<file path="config.mk">
export PLATFORM = sky130hd
export DESIGN_NAME = sram_ctrl
export DESIGN_NICKNAME = d
export VERILOG_FILES = /design/src/rtl/sram_ctrl_pkg.sv /design/src/rtl/sram_wait_timer.sv /design/src/rtl/sram_seq_fsm.sv /design/src/rtl/sram_pin_regs.sv /design/src/rtl/sram_ctrl.sv
export SDC_FILE = /design/constraint.sdc
export NUM_CORES = 1
export LEC_CHECK = 0
export BUFFER_PORTS_ARGS = -buffer_cell sky130_fd_sc_hd__buf_4
export CORE_UTILIZATION = 34
export CTS_CLUSTER_SIZE = 12
export DETAILED_ROUTE_END_ITERATION = 7
export GPL_ROUTABILITY_DRIVEN = 0
export SLEW_MARGIN = 40
export SYNTH_ARGS = -nofsm -noshare
export SYNTH_HDL_FRONTEND = slang
export SYNTH_SLANG_ARGS = --single-unit
</file>
<file path="constraint.sdc">
create_clock -name clk -period 1.59 [get_ports clk]
set_input_delay 0.159 -clock clk [delete_from_list [all_inputs] [get_ports clk]]
set_output_delay 0.159 -clock clk [all_outputs]
set_load 0.01 [all_outputs]
</file>
<file path="src/rtl/sram_ctrl_pkg.sv">
package sram_ctrl_pkg;

  typedef enum logic [2:0] {
    ST_IDLE     = 3'd0,
    ST_RD_SETUP = 3'd1,
    ST_RD_WAIT  = 3'd2,
    ST_WR_SETUP = 3'd3,
    ST_WR_PULSE = 3'd4,
    ST_WR_RECOV = 3'd5,
    ST_TURN     = 3'd6
  } sram_st_e;

  // round a picosecond figure up to whole clock cycles
  function automatic int cyc_ceil(input int ps, input int clk_ps);
    return (ps + clk_ps - 1) / clk_ps;
  endfunction

  function automatic int floor1(input int v);
    return (v < 1) ? 1 : v;
  endfunction

  function automatic int imax(input int a, input int b);
    return (a > b) ? a : b;
  endfunction

endpackage

</file>
<file path="src/rtl/sram_wait_timer.sv">
module sram_wait_timer #(
  parameter int CNT_W = 4
) (
  input  logic             clk,
  input  logic             rst,
  input  logic             load,
  input  logic [CNT_W-1:0] load_val,
  output logic             done
);

  logic [CNT_W-1:0] cnt_q;

  // a phase of N cycles loads N-1 and ends in the cycle the count reads zero
  always_ff @(posedge clk) begin
    if (rst) begin
      cnt_q <= '0;
    end else if (load) begin
      cnt_q <= load_val;
    end else if (cnt_q != '0) begin
      cnt_q <= cnt_q - 1'b1;
    end
  end

  assign done = (cnt_q == '0);

endmodule

</file>
<file path="src/rtl/sram_seq_fsm.sv">
module sram_seq_fsm
  import sram_ctrl_pkg::*;
#(
  parameter int CNT_W     = 4,
  parameter int ASU_CYC   = 1,
  parameter int ACC_CYC   = 3,
  parameter int HIZ_CYC   = 2,
  parameter int PULSE_CYC = 3,
  parameter int REC_CYC   = 1
) (
  input  logic             clk,
  input  logic             rst,
  input  logic             req_valid,
  input  logic             req_write,
  input  logic             tmr_done,
  output sram_st_e         st_q,
  output sram_st_e         st_d,
  output logic             tmr_load,
  output logic [CNT_W-1:0] tmr_val,
  output logic             req_ready,
  output logic             capture
);

  localparam logic [CNT_W-1:0] LD_ASU   = CNT_W'(ASU_CYC - 1);
  localparam logic [CNT_W-1:0] LD_ACC   = CNT_W'(ACC_CYC - 1);
  localparam logic [CNT_W-1:0] LD_HIZ   = CNT_W'(HIZ_CYC - 1);
  localparam logic [CNT_W-1:0] LD_PULSE = CNT_W'(PULSE_CYC - 1);
  localparam logic [CNT_W-1:0] LD_REC   = CNT_W'(REC_CYC - 1);

  always_ff @(posedge clk) begin
    if (rst) st_q <= ST_IDLE;
    else     st_q <= st_d;
  end

  assign req_ready = (st_q == ST_IDLE);

  always_comb begin
    st_d     = st_q;
    tmr_load = 1'b0;
    tmr_val  = '0;
    capture  = 1'b0;
    unique case (st_q)
      ST_IDLE: begin
        if (req_valid) begin
          st_d     = req_write ? ST_WR_SETUP : ST_RD_SETUP;
          tmr_load = 1'b1;
          tmr_val  = LD_ASU;
        end
      end
      ST_RD_SETUP: begin
        if (tmr_done) begin
          st_d     = ST_RD_WAIT;
          tmr_load = 1'b1;
          tmr_val  = LD_ACC;
        end
      end
      ST_RD_WAIT: begin
        if (tmr_done) begin
          st_d     = ST_TURN;
          tmr_load = 1'b1;
          tmr_val  = LD_HIZ;
          capture  = 1'b1;
        end
      end
      ST_TURN: begin
        if (tmr_done) st_d = ST_IDLE;
      end
      ST_WR_SETUP: begin
        if (tmr_done) begin
          st_d     = ST_WR_PULSE;
          tmr_load = 1'b1;
          tmr_val  = LD_PULSE;
        end
      end
      ST_WR_PULSE: begin
        if (tmr_done) begin
          st_d     = ST_WR_RECOV;
          tmr_load = 1'b1;
          tmr_val  = LD_REC;
        end
      end
      ST_WR_RECOV: begin
        if (tmr_done) st_d = ST_IDLE;
      end
      default: st_d = ST_IDLE;
    endcase
  end

  // a taken request closes the port for at least the following cycle
  assert_accept_busy_R8: assert property (@(posedge clk) disable iff (rst)
    (req_valid && req_ready) |=> !req_ready);

  // capture only ever ends the access wait of a read
  assert_capture_in_read_R3: assert property (@(posedge clk) disable iff (rst)
    capture |-> (st_q == ST_RD_WAIT) && tmr_done);

endmodule

</file>
<file path="src/rtl/sram_pin_regs.sv">
module sram_pin_regs
  import sram_ctrl_pkg::*;
#(
  parameter int ADDR_W = 18,
  parameter int DATA_W = 4
) (
  input  logic              clk,
  input  logic              rst,
  input  sram_st_e          st_d,
  input  logic              accept,
  input  logic [ADDR_W-1:0] req_addr,
  input  logic [DATA_W-1:0] req_wdata,
  input  logic              capture,
  input  logic [DATA_W-1:0] mem_dq_i,
  output logic              mem_ce_n,
  output logic              mem_oe_n,
  output logic              mem_we_n,
  output logic [ADDR_W-1:0] mem_addr,
  output logic [DATA_W-1:0] mem_dq_o,
  output logic              mem_dq_oe,
  output logic              rsp_valid,
  output logic [DATA_W-1:0] rsp_rdata
);

  // every pin is a flop fed from the next-state decode, so it lines up with the state register
  always_ff @(posedge clk) begin
    if (rst) begin
      mem_ce_n  <= 1'b1;
      mem_oe_n  <= 1'b1;
      mem_we_n  <= 1'b1;
      mem_dq_oe <= 1'b0;
      mem_addr  <= '0;
      mem_dq_o  <= '0;
      rsp_valid <= 1'b0;
      rsp_rdata <= '0;
    end else begin
      mem_ce_n  <= (st_d == ST_IDLE) || (st_d == ST_TURN);
      mem_oe_n  <= (st_d != ST_RD_WAIT);
      mem_we_n  <= (st_d != ST_WR_PULSE);
      mem_dq_oe <= (st_d == ST_WR_PULSE) || (st_d == ST_WR_RECOV);
      if (accept) begin
        mem_addr <= req_addr;
        mem_dq_o <= req_wdata;
      end
      rsp_valid <= capture;
      if (capture) rsp_rdata <= mem_dq_i;
    end
  end

  // the response strobe never lasts two cycles
  assert_rsp_pulse_R9: assert property (@(posedge clk) disable iff (rst)
    rsp_valid |=> !rsp_valid);

endmodule

</file>
<file path="src/rtl/sram_ctrl.sv">
module sram_ctrl
  import sram_ctrl_pkg::*;
#(
  parameter int ADDR_W         = 18,
  parameter int DATA_W         = 4,
  parameter int CLK_PS         = 4000,
  parameter int ACC_PS         = 12000,
  parameter int OE_HIZ_PS      = 6000,
  parameter int WE_PULSE_PS    = 10000,
  parameter int DATA_SETUP_PS  = 7000,
  parameter int WR_CYCLE_PS    = 12000,
  parameter int ADDR_SETUP_CYC = 1
) (
  input  logic              clk,
  input  logic              rst,
  input  logic              req_valid,
  output logic              req_ready,
  input  logic              req_write,
  input  logic [ADDR_W-1:0] req_addr,
  input  logic [DATA_W-1:0] req_wdata,
  output logic              rsp_valid,
  output logic [DATA_W-1:0] rsp_rdata,
  output logic              mem_ce_n,
  output logic              mem_oe_n,
  output logic              mem_we_n,
  output logic [ADDR_W-1:0] mem_addr,
  output logic [DATA_W-1:0] mem_dq_o,
  output logic              mem_dq_oe,
  input  logic [DATA_W-1:0] mem_dq_i
);

  localparam int ASU_CYC   = floor1(ADDR_SETUP_CYC);
  localparam int ACC_CYC   = floor1(cyc_ceil(ACC_PS, CLK_PS));
  localparam int HIZ_CYC   = floor1(cyc_ceil(OE_HIZ_PS, CLK_PS));
  localparam int PULSE_CYC = floor1(imax(cyc_ceil(WE_PULSE_PS, CLK_PS),
                                         cyc_ceil(DATA_SETUP_PS, CLK_PS)));
  localparam int REC_CYC   = floor1(cyc_ceil(WR_CYCLE_PS, CLK_PS) - ASU_CYC - PULSE_CYC);
  localparam int MAX_CYC   = imax(imax(ASU_CYC, ACC_CYC),
                                  imax(imax(HIZ_CYC, PULSE_CYC), REC_CYC));
  localparam int CNT_W     = $clog2(MAX_CYC + 1);

  sram_st_e         st_q, st_d;
  logic             tmr_load, tmr_done, capture, accept;
  logic [CNT_W-1:0] tmr_val;

  assign accept = req_valid && req_ready;

  sram_wait_timer #(.CNT_W(CNT_W)) u_timer (
    .clk      (clk),
    .rst      (rst),
    .load     (tmr_load),
    .load_val (tmr_val),
    .done     (tmr_done)
  );

  sram_seq_fsm #(
    .CNT_W     (CNT_W),
    .ASU_CYC   (ASU_CYC),
    .ACC_CYC   (ACC_CYC),
    .HIZ_CYC   (HIZ_CYC),
    .PULSE_CYC (PULSE_CYC),
    .REC_CYC   (REC_CYC)
  ) u_fsm (
    .clk       (clk),
    .rst       (rst),
    .req_valid (req_valid),
    .req_write (req_write),
    .tmr_done  (tmr_done),
    .st_q      (st_q),
    .st_d      (st_d),
    .tmr_load  (tmr_load),
    .tmr_val   (tmr_val),
    .req_ready (req_ready),
    .capture   (capture)
  );

  sram_pin_regs #(.ADDR_W(ADDR_W), .DATA_W(DATA_W)) u_pins (
    .clk       (clk),
    .rst       (rst),
    .st_d      (st_d),
    .accept    (accept),
    .req_addr  (req_addr),
    .req_wdata (req_wdata),
    .capture   (capture),
    .mem_dq_i  (mem_dq_i),
    .mem_ce_n  (mem_ce_n),
    .mem_oe_n  (mem_oe_n),
    .mem_we_n  (mem_we_n),
    .mem_addr  (mem_addr),
    .mem_dq_o  (mem_dq_o),
    .mem_dq_oe (mem_dq_oe),
    .rsp_valid (rsp_valid),
    .rsp_rdata (rsp_rdata)
  );

  // run length of output-enable high, saturating at the float count; checker state only
  logic [CNT_W-1:0] oe_hi_cnt;
  always_ff @(posedge clk) begin
    if (rst)                           oe_hi_cnt <= CNT_W'(HIZ_CYC);
    else if (!mem_oe_n)                oe_hi_cnt <= '0;
    else if (oe_hi_cnt < CNT_W'(HIZ_CYC)) oe_hi_cnt <= oe_hi_cnt + 1'b1;
  end

  assert_idle_pins_R2: assert property (@(posedge clk) disable iff (rst)
    req_ready |-> (mem_ce_n && mem_oe_n && mem_we_n && !mem_dq_oe));

  assert_drive_after_float_R5: assert property (@(posedge clk) disable iff (rst)
    mem_dq_oe |-> (oe_hi_cnt >= CNT_W'(HIZ_CYC)));

  assert_drive_selected_R6: assert property (@(posedge clk) disable iff (rst)
    mem_dq_oe |-> !mem_ce_n);

  assert_oe_we_exclusive_R11: assert property (@(posedge clk) disable iff (rst)
    !(!mem_oe_n && !mem_we_n));

  assert_we_fall_setup_R4: assert property (@(posedge clk) disable iff (rst)
    $fell(mem_we_n) |-> ($past(!mem_ce_n) && $stable(mem_addr)));

  assert_we_rise_selected_R4: assert property (@(posedge clk) disable iff (rst)
    $rose(mem_we_n) |-> (!mem_ce_n && $stable(mem_addr)));

  assert_rsp_after_oe_R3: assert property (@(posedge clk) disable iff (rst)
    rsp_valid |-> $past(!mem_oe_n));

  assert_oe_rise_deselect_R7: assert property (@(posedge clk) disable iff (rst)
    $rose(mem_oe_n) |-> mem_ce_n);

endmodule

</file>
# Word-level counts from Yosys, hierarchy flattened
# Index checks and enable logic that the tools add are counted.
# op_classes
mux	17
add_sub_neg	1
n_eq_ne	11
reduce_logical	11
# ops
op	count
3-bit equality test (second input constant)	6
3-bit two-way mux	6
3-bit case mux with 6 select lines	1
2-bit two-way mux	4
3-bit by 2-bit equality test with 1-bit output (second input constant)	2
3-bit zero test	2
1-bit two-way mux	4
2-bit case mux with 2 select lines	1
2-bit nonzero test	2
2-bit OR reduction	2
4-bit OR reduction	1
3-bit by 1-bit equality test with 1-bit output (second input constant)	1
3-bit by 2-bit inequality test with 1-bit output (second input constant)	1
3-bit inequality test (second input constant)	1
2-bit zero test	1
1-bit logical OR	2
1-bit case mux with 2 select lines	1
2-bit by 1-bit subtractor with 2-bit output (second input constant)	1
1-bit logical AND	1
# totals
input_bits	30
output_inout_bits	32
reg_bits	36
wordCells	50

# Longest topological paths before layout
# Gate-level depths: netlist of run 1.
# logic_depth
word_depth	5
ltp_mapped	7
mapped_depth_nobuf	6

# Hierarchy
# From an unflattened synthesis of run 1, not the netlist that was laid out.
# hier_totals
hier_cells	142
hier_area_um2	1463.9
# by_module_without_submodules
mod	area_per_inst_um2	seq_area_each_um2	n_inst	cells_per_inst
sram_pin_regs	1096.1	620.6	1	97
sram_seq_fsm	240.2	60.1	1	32
sram_wait_timer	121.4	40.0	1	12
sram_ctrl	6.3	0.0	1	1

# Worst setup path before layout of run 1
# OpenSTA, ideal clock, no wires.
# synth_timing
path_type	reg2reg
startpoint	register u_timer.cnt_q[0]
endpoint	register u_timer.cnt_q[1]
synth_period_minus_slack_ps	1373
path_buffers	1
t_arrival_ps	1288
stages_incl_launch_ff	6
t_required_ps	1504
setup_ps	86
slack_ps	217
cell_sequence	dfxtp_1 -> inv_1 -> ha_1 -> buf_2 -> mux2_2 -> a211oi_1
# synth_via
elab_chain_cells	4
word_cells_on_any_way	10
classes_between	1 x add/sub; 6 x mux; 3 x reduce/logical
# synth_rtl
item	line_no	rtl
start: declaration	sram_wait_timer.sv:11	logic [CNT_W-1:0] cnt_q;
start signal: assignment	sram_wait_timer.sv:18	cnt_q <= load_val;
start signal: assignment	sram_wait_timer.sv:20	cnt_q <= cnt_q - 1'b1;
2-bit zero test	sram_wait_timer.sv:24	assign done = (cnt_q == '0);
2-bit two-way mux / 1-bit two-way mux (equally long branches)	sram_seq_fsm.sv:51, sram_seq_fsm.sv:69, sram_seq_fsm.sv:58	
2-bit case mux with 2 select lines / 1-bit case mux with 2 select lines (equally long branches)	sram_seq_fsm.sv:42	unique case (st_q)
2-bit two-way mux / 2-bit nonzero test (equally long branches)	--	
# Several ways; a longest one is shown, not always the timed one. The select of a mux whose other input is x is not followed.
# A chain may end at the register's enable or synchronous reset.

# Worst setup path after layout of run 1
# layout_timing
startpoint	register u_timer.cnt_q[0]
endpoint	register u_pins.mem_oe_n
# layout_via
elab_chain_cells	4
word_cells_on_any_way	8
classes_between	1 x eq/ne; 6 x mux; 1 x reduce/logical
# layout_rtl
item	line_no	rtl
2-bit zero test *	sram_wait_timer.sv:24	
3-bit two-way mux (on tied branches)	--	
3-bit case mux with 6 select lines *	sram_seq_fsm.sv:42	
3-bit by 2-bit inequality test with 1-bit output *	sram_pin_regs.sv:38	mem_oe_n <= (st_d != ST_RD_WAIT);
end signal: assignment	sram_pin_regs.sv:38	
end: declaration	sram_pin_regs.sv:16	output logic mem_oe_n,
# Every way passes the cells marked *; elsewhere a longest branch is shown, timed or not.

==> results of run 1 <==
==> worst max-delay path, cell delays in order (launching register included) <==
cell and delay [ps]:
dfxtp_1 300, inv_1 90, ha_2 310, nor4bb_1 300
a31oi_1 80, a21oi_1 160, nand3_1 80
==> worst max-delay path by stage <==
stage	from	cells past startpoint	slack (ps)	endpoint
2_1_floorplan	u_timer.cnt_q[0]	5	220	u_timer.cnt_q[1]
3_3_place_gp	u_timer.cnt_q[0]	6	80	u_pins.mem_oe_n
3_5_place_dp	u_timer.cnt_q[0]	6	60	u_pins.mem_oe_n
4_1_cts	u_timer.cnt_q[0]	6	30	u_pins.mem_oe_n
5_1_grt	u_timer.cnt_q[0]	6	30	u_pins.mem_oe_n
6_report	u_timer.cnt_q[0]	6	150	u_pins.mem_oe_n
==> registers in the layout (all words and copies together), names as in the netlist, 2 cells and up <==
signal and count:
u_pins.rsp_rdata 4, u_pins.mem_dq_o 4, u_pins.mem_addr 18, u_timer.cnt_q 2, u_fsm.st_q 3
==> cell usage in the layout, fill, tap and decap left out, types with 3 or more instances in the layout <==
master	count
buf_4	73
nand2_1	50
dfxtp_1	35
a21oi_1	21
a21oi_2	11
o21ai_0	9
nor2_1	7
clkbuf_8	7
inv_1	3
==> metrics by stage <==
step / utilization, % / hold WS [ps] / setup WS (ps) / instance area (um^2) / power [mW]
after floorplan: - / 294.7 / 216.7 / 1498 / 2.181
after global placement: 49.41 / 406.6 / 82.43 / 2033 / 2.763
after detailed placement: 49.41 / 414.4 / 60.48 / 2033 / 2.760
after CTS: 52.48 / 109.0 / 32.25 / 2160 / 3.656
after global routing: 52.57 / 112.0 / 31.18 / 2163 / 3.878
final: 52.57 / 116.0 / 146.7 / 2163 / 3.624
==> report_power, final <==
group	switching [mW]	leakage (nW)	internal, mW
clock network	0.323	0.0645	0.553
registers	0.133	0.295	1.10
logic	0.753	0.562	0.763
total	1.21	0.921	2.42
==> metal layers <==
metal	GRT usage (%)	routed length, um	vias to the layer above	share of wire (%)
li1	-	-	724	-
met1	19.14	1514	621	44
met2	24.75	1612	40	47
met3	5.167	210	7	6.2
met4	7.031	66	0	1.9
met5	0	0	-	0
==> layout make-up <==
class	count	area, um^2	share of cell area, %
clock buffers	7	96.34	4.453
clock inverters	1	30.03	1.388
inverters	3	11.26	0.5205
multi-input cells	124	673.1	31.12
flip-flops and latches	36	721.9	33.37
well taps	50	62.56	2.892
repair buffers	74	568.0	26.26
==> logic make-up after synthesis <==
family                   Yosys count  share of synthesized area (%)
adder cells (fa/ha/maj)            1                         0.8353
AND/OR/NAND/NOR                   70                          20.64
XOR/XNOR                           1                         0.5849
AO/OA/AOI/OAI                     49                          20.63
multiplexers                       3                          2.089
buffers and inverters             18                          7.101
flip-flops                        36                          48.12
==> summary.md, run 1 <==
| Metric | Value |
|---|---|
| Max-slew violation count | `0` |
| RSZ-0062 raised after global routing | `false` |
| FILL cells | `a little over 400` |
| Remaining antenna violation count | `0` |
| Largest net degree at the start of global routing | `35` |
| Hold depth | `3` |
| TritonCTS clock tree | `done` |
| Max transition margin | `between 70% and 80%` |
| List of most frequent post-synthesis cells | `nand2_1 (50), dfxtp_1 (36), a21oi_1 (21)` |
| #FFs+latches synth | `36` |
| Reg2Reg Setup Slack | `approximately 150 ps` |
| Synth async-reset ratio | `0%` |
| Run status | `complete, no violations` |
| Post-synth EDFFs | `0` |
| Synthesized area | `around 1500 um^2` |
| Synth-to-layout area growth | `44.44%` |
| R2R depth | `6` |
| Top cells by area, synth | `dfxtp_1 (48%), nand2_1 (13%), a21oi_1 (7.0%), a21oi_2 (6.4%), o21ai_0 (3.0%)` |
| Fin Setup TNS | `0 ps` |
| Clock transition at the registers of the reported paths | `approximately 70 ps` |
| Post-route DRC | `0` |
| Worst Tran Pin Value | `428.7 ps` |
| Port Buf Inserts | `61` |
| First-pass iteration count of the detailed router | `5` |
| Hold path start | `req_addr[0]` |
| Synth area leader | `dfxtp_1` |
| Final wirelength | `about 3.4 mm` |
| Peak VDD IR | `around 0.66 mV` |
| Distinct cell type count after synthesis | `32` |
| Worst skew pair latency | `roughly 280 ps` |
| HP Class | `in -> reg` |
| Die W | `between 60 and 70 um` |
| CTS Buf Count | `5` |
| Root Buffer | `clkbuf_8` |
| Io pins | `62` |
| Crit. End Element | `flip-flop` |
| H-tree levels | `2` |
| Core area | `between 4000 and 5000 um^2` |
| Sequential share of the synthesized area | `48.12%` |
| Synth warn | `0` |
| Vias in the first global route | `1194` |
| Reg2reg start | `u_timer.cnt_q[0]` |
| Clock Sink Count | `36` |
| WHS Endpoint | `u_pins.mem_addr[0]` |
| Most numerous cell in the Yosys netlist | `nand2_1` |
| Min Tclk post-route | `1443 ps` |
| Leak | `slightly above 0.9 nW` |
| Arrival @ worst endpoint | `~1600 ps` |
| Max FO, Critical Path | `11` |
| Tcrit/Tclk final | `about 91%` |
| Placed cells | `~290` |
| WS Path Type | `reg -> reg` |
| Final hold vios | `0` |
| Max clock buf depth | `2` |
| Layout cell share with drive strength beyond 1 | `40.82%` |
| Max-Cap Viols | `0` |
| Ys flop type | `dfxtp_1` |
| Worst r2r dst | `u_pins.mem_oe_n` |
| Clk_skew | `roughly 2.4 ps` |
| PwrDens | `about 1700 nW/um^2` |
| Critical Path RT | `approximately 1800 ps` |
| Worst setup SP type | `flip-flop` |
| Initial antenna violation count | `0` |
| Wirelength per Cell | `about 12 um` |
| Initial core utilization | `about 36%` |
| First-pass GRT wire length | `around 5.3 mm` |
| Die H | `68.37 um` |
| Mapped Cells | `~180` |
| 1st-iter DRT viols | `144` |
| Buffer count from post-CTS setup fixing | `0` |
| Congestion Overflow GR | `0` |
| Final setup violation count | `0` |
| Antenna cell count | `0` |
| FMAX | `approximately 0.69 GHz` |
| Fin nets | `between 200 and 300` |
| Drt via density | `roughly 4.7` |
| Mapped Avg Cell Area | `between 8 and 9 um^2` |
| # hold bufs at CTS | `0` |
| Die ar. | `between 4000 and 5000 um^2` |
| Total GRT Usage | `15.68%` |
| Syn_nets | `roughly 210` |
| Vias | `roughly 1400` |
| Post-CTS Resized | `0` |
| Top-area cell type share of the netlist area | `about half` |
| Row Count | `23` |
| Final instance count without filler cells | `295` |
| Detail Placement HPWL | `between 2 and 2.5 mm` |
Power figures use the tool's default switching activity.
==> inputs of run 2 (changes only) <==
Settings changed: REMOVE_ABC_BUFFERS set to 1.
==> run 2 against run 1 <==
  * Wire length is 1.9% higher
  * Core utilization decreased by 1.2 points
  * Total power is 4.8% lower
  * Largest power group unchanged
==> summary.md, run 2 (same netlist as run 1, synthesis figures left out) <==
| Metric | Value |
|---|---|
| Run status | `complete, no violations` |
| Remaining antenna violation count | `0 (unchanged)` |
| Most flop-heavy register | `u_pins.mem_addr` |
| Switching portion of total power | `34.57% (+1.2 points)` |
| Fin nets | `270 (-1.8%)` |
| HP Class | `in -> reg` |
| Detail Placement HPWL | `2.340 mm (+2.8%)` |
| Worst path top cell family by delay | `simple AND/OR/NAND/NOR gates` |
| Die ar. | `4674 um^2 (unchanged)` |
| Arrival @ worst endpoint | `1620 ps (about the same)` |
| Max-Cap Viols | `0 (unchanged)` |
| Initial antenna violation count | `0 (unchanged)` |
| Cell Chain, Critical Path | `or4_4 > a21oi_2 > mux2_2 > a211oi_1` |
| Worst Tran Pin Value | `489.5 ps (+60.77 ps)` |
| Largest net degree at the start of global routing | `35 (unchanged)` |
| First-pass GRT wire length | `5.340 mm (+0.39%)` |
| Drt via density | `4.662 (-1.2%)` |
| Sw power | `1.193 mW (-1.4%)` |
| Io pins | `62 (unchanged)` |
| Vias in the first global route | `1213 (+1.6%)` |
| Max stage delay on crit path | `550 ps (+240 ps)` |
| Crit. End Element | `flip-flop` |
| Post-Place Setup Slack | `70.30 ps (+9.811 ps)` |
| Worst skew pair latency | `280 ps (about the same)` |
| Congestion Overflow GR | `0 (unchanged)` |
| Total GRT Usage | `15.54% (-0.13 points)` |
| Int Power | `2.258 mW (-6.5%)` |
| Min Tclk post-route | `1474 ps (+31.11 ps)` |
| Leak | `0.8900 nW (-3.4%)` |
| Critical Path Sink | `u_timer.cnt_q[1]` |
| Clock share of power | `22.7% (-1.5 points)` |
| Vias | `1352 (-2.9%)` |
| Die H | `68.37 um (unchanged)` |
| Clock Sink Count | `36 (unchanged)` |
| GR met2 Demand/Resource | `26.10% (+1.3 points)` |
| Port Buf Inserts | `61 (unchanged)` |
| Initial core utilization | `36.39% (unchanged)` |
| Root Buffer | `clkbuf_8` |
| Max-slew violation count | `0 (unchanged)` |
| Final setup violation count | `0 (unchanged)` |
| Antenna cell count | `0 (unchanged)` |
| Top Registers | `u_pins.mem_addr x18, u_pins.mem_dq_o x4, u_pins.rsp_rdata x4` |
| First-pass iteration count of the detailed router | `4 (-1)` |
| # hold bufs at CTS | `0 (unchanged)` |
| Max clock buf depth | `2 (unchanged)` |
| Met1 Use GR | `18.06% (-1.1 points)` |
| CTS Buf Count | `5 (unchanged)` |
| GR peak layer | `met2` |
| Reg2Reg Setup Slack | `120 ps (-30 ps)` |
| Core area | `4115 um^2 (unchanged)` |
| Most frequent cells in the layout | `buf_4 (68), nand2_1 (50), dfxtp_1 (36)` |
| Layout cell share with drive strength beyond 1 | `39.17% (-1.6 points)` |
| Hold path start | `req_addr[7]` |
| WS Path Type | `reg -> reg` |
| Worst r2r dst | `u_timer.cnt_q[1]` |
| R2R depth | `4 (-2)` |
| Met3 usage | `3.333% (-1.8 points)` |
| Tcrit/Tclk final | `92.73% (+2.0 points)` |
| Clk_skew | `3.651 ps (+1.254 ps)` |
| Synth-to-layout area growth | `41.02%` |
| Peak VDD IR | `0.6341 mV (-3.2%)` |
| Worst path depth | `4 (-2)` |
| Post-route DRC | `0 (unchanged)` |
| Seq pwr share | `35.8% (+1.8 points)` |
| PwrDens | `1634 nW/um^2 (-2.5%)` |
| Reg2reg start | `u_fsm.st_q[2]` |
| Max transition margin | `67.32% (-4.1 points)` |
| Most common cell after layout, fill and taps aside | `buf_4` |
| Max FO, Critical Path | `12 (+1)` |
| Final instance count without filler cells | `290 (-1.7%)` |
| Final WS setup | `115.6 ps (-31.11 ps)` |
| Crit-path slowest cell | `or4_4` |
| H-tree levels | `2 (unchanged)` |
| Final hold vios | `0 (unchanged)` |
| TritonCTS clock tree | `done` |
| Clock transition at the registers of the reported paths | `70 ps (about the same)` |
| Final wirelength | `3.470 mm (+1.9%)` |
| Wirelength per Cell | `11.97 um (+3.7%)` |
| RSZ-0062 raised after global routing | `false` |
| Placed cells | `282 (-1.7%)` |
| Max reg flops | `18 (unchanged)` |
| Critical Path RT | `1740 ps (-20 ps)` |
| Die W | `68.37 um (unchanged)` |
| FMAX | `0.6783 GHz (-2.1%)` |
| Worst setup SP type | `flip-flop` |
| 1st-iter DRT viols | `79 (-45%)` |
| Critical Path Source | `u_fsm.st_q[2]` |
| Buf/Inv on CP | `0 (-1)` |
| Row Count | `23 (unchanged)` |
| Logic pwr share | `41.4% (-0.4 points)` |
## run 2: area by class of cell
| type | count | area (um^2) |
|---|---|---|
| well taps | 50 | 62.56 |
| multi-input cells | 124 | 679.4 |
| inverters | 3 | 11.26 |
| clock inverters | 2 | 35.03 |
| fillers | 400 | 2003 |
| clock buffers | 6 | 72.57 |
| flip-flops and latches | 36 | 720.7 |
| repair buffers | 69 | 530.5 |
## run 2: worst min-delay path, stage by stage
cell	delay (ps)
buf_4	110
nand2_1	50
a21oi_1	50
## run 2: how the worst min path moves through the flow
| stage | to | depth (start not counted) |
|---|---|---|
| 6_report | u_pins.mem_addr[7] | 3 |
| 3_5_place_dp | u_pins.mem_addr[4] | 3 |
| 4_1_cts | u_pins.mem_addr[4] | 3 |
| 2_1_floorplan | u_pins.mem_addr[10] | 1 |
| 5_1_grt | u_pins.mem_addr[8] | 3 |
| 3_3_place_gp | u_pins.rsp_rdata[3] | 3 |
## run 2: routing by layer
metal | vias up | routed length (um)
li1 | 713 | -
met1 | 612 | 1491
met2 | 23 | 1823
met3 | 4 | 104
met4 | 0 | 51
met5 | - | 0
## run 2: power by group through the flow
stage / combinational [mW] / sequential (mW) / clock [mW]
2_1_floorplan: 0.695 / 1.34 / 0
3_3_place_gp: 1.41 / 1.25 / 0
3_5_place_dp: 1.42 / 1.25 / 0
4_1_cts: 1.43 / 1.23 / 0.815
5_1_grt: 1.58 / 1.27 / 0.859
6_report: 1.43 / 1.24 / 0.784
## run 2: stage by stage
stage,utilization (%),TNS [ps],power (mW),area (um^2),hold slack [ps]
4_1_cts,51.11,0,3.479,2103,112.9
6_report,51.32,0,3.450,2112,122.2
5_1_grt,51.32,0,3.708,2112,105.4
2_1_floorplan,-,-128.7,2.036,1403,221.4
3_5_place_dp,48.50,0,2.672,1996,416.8
3_3_place_gp,48.50,0,2.661,1996,409.1
## run 2: repair_timing
action	in CTS	in global routing
setup endpoints to repair	0	6
resized for setup	0	2
buffers inserted	0	0
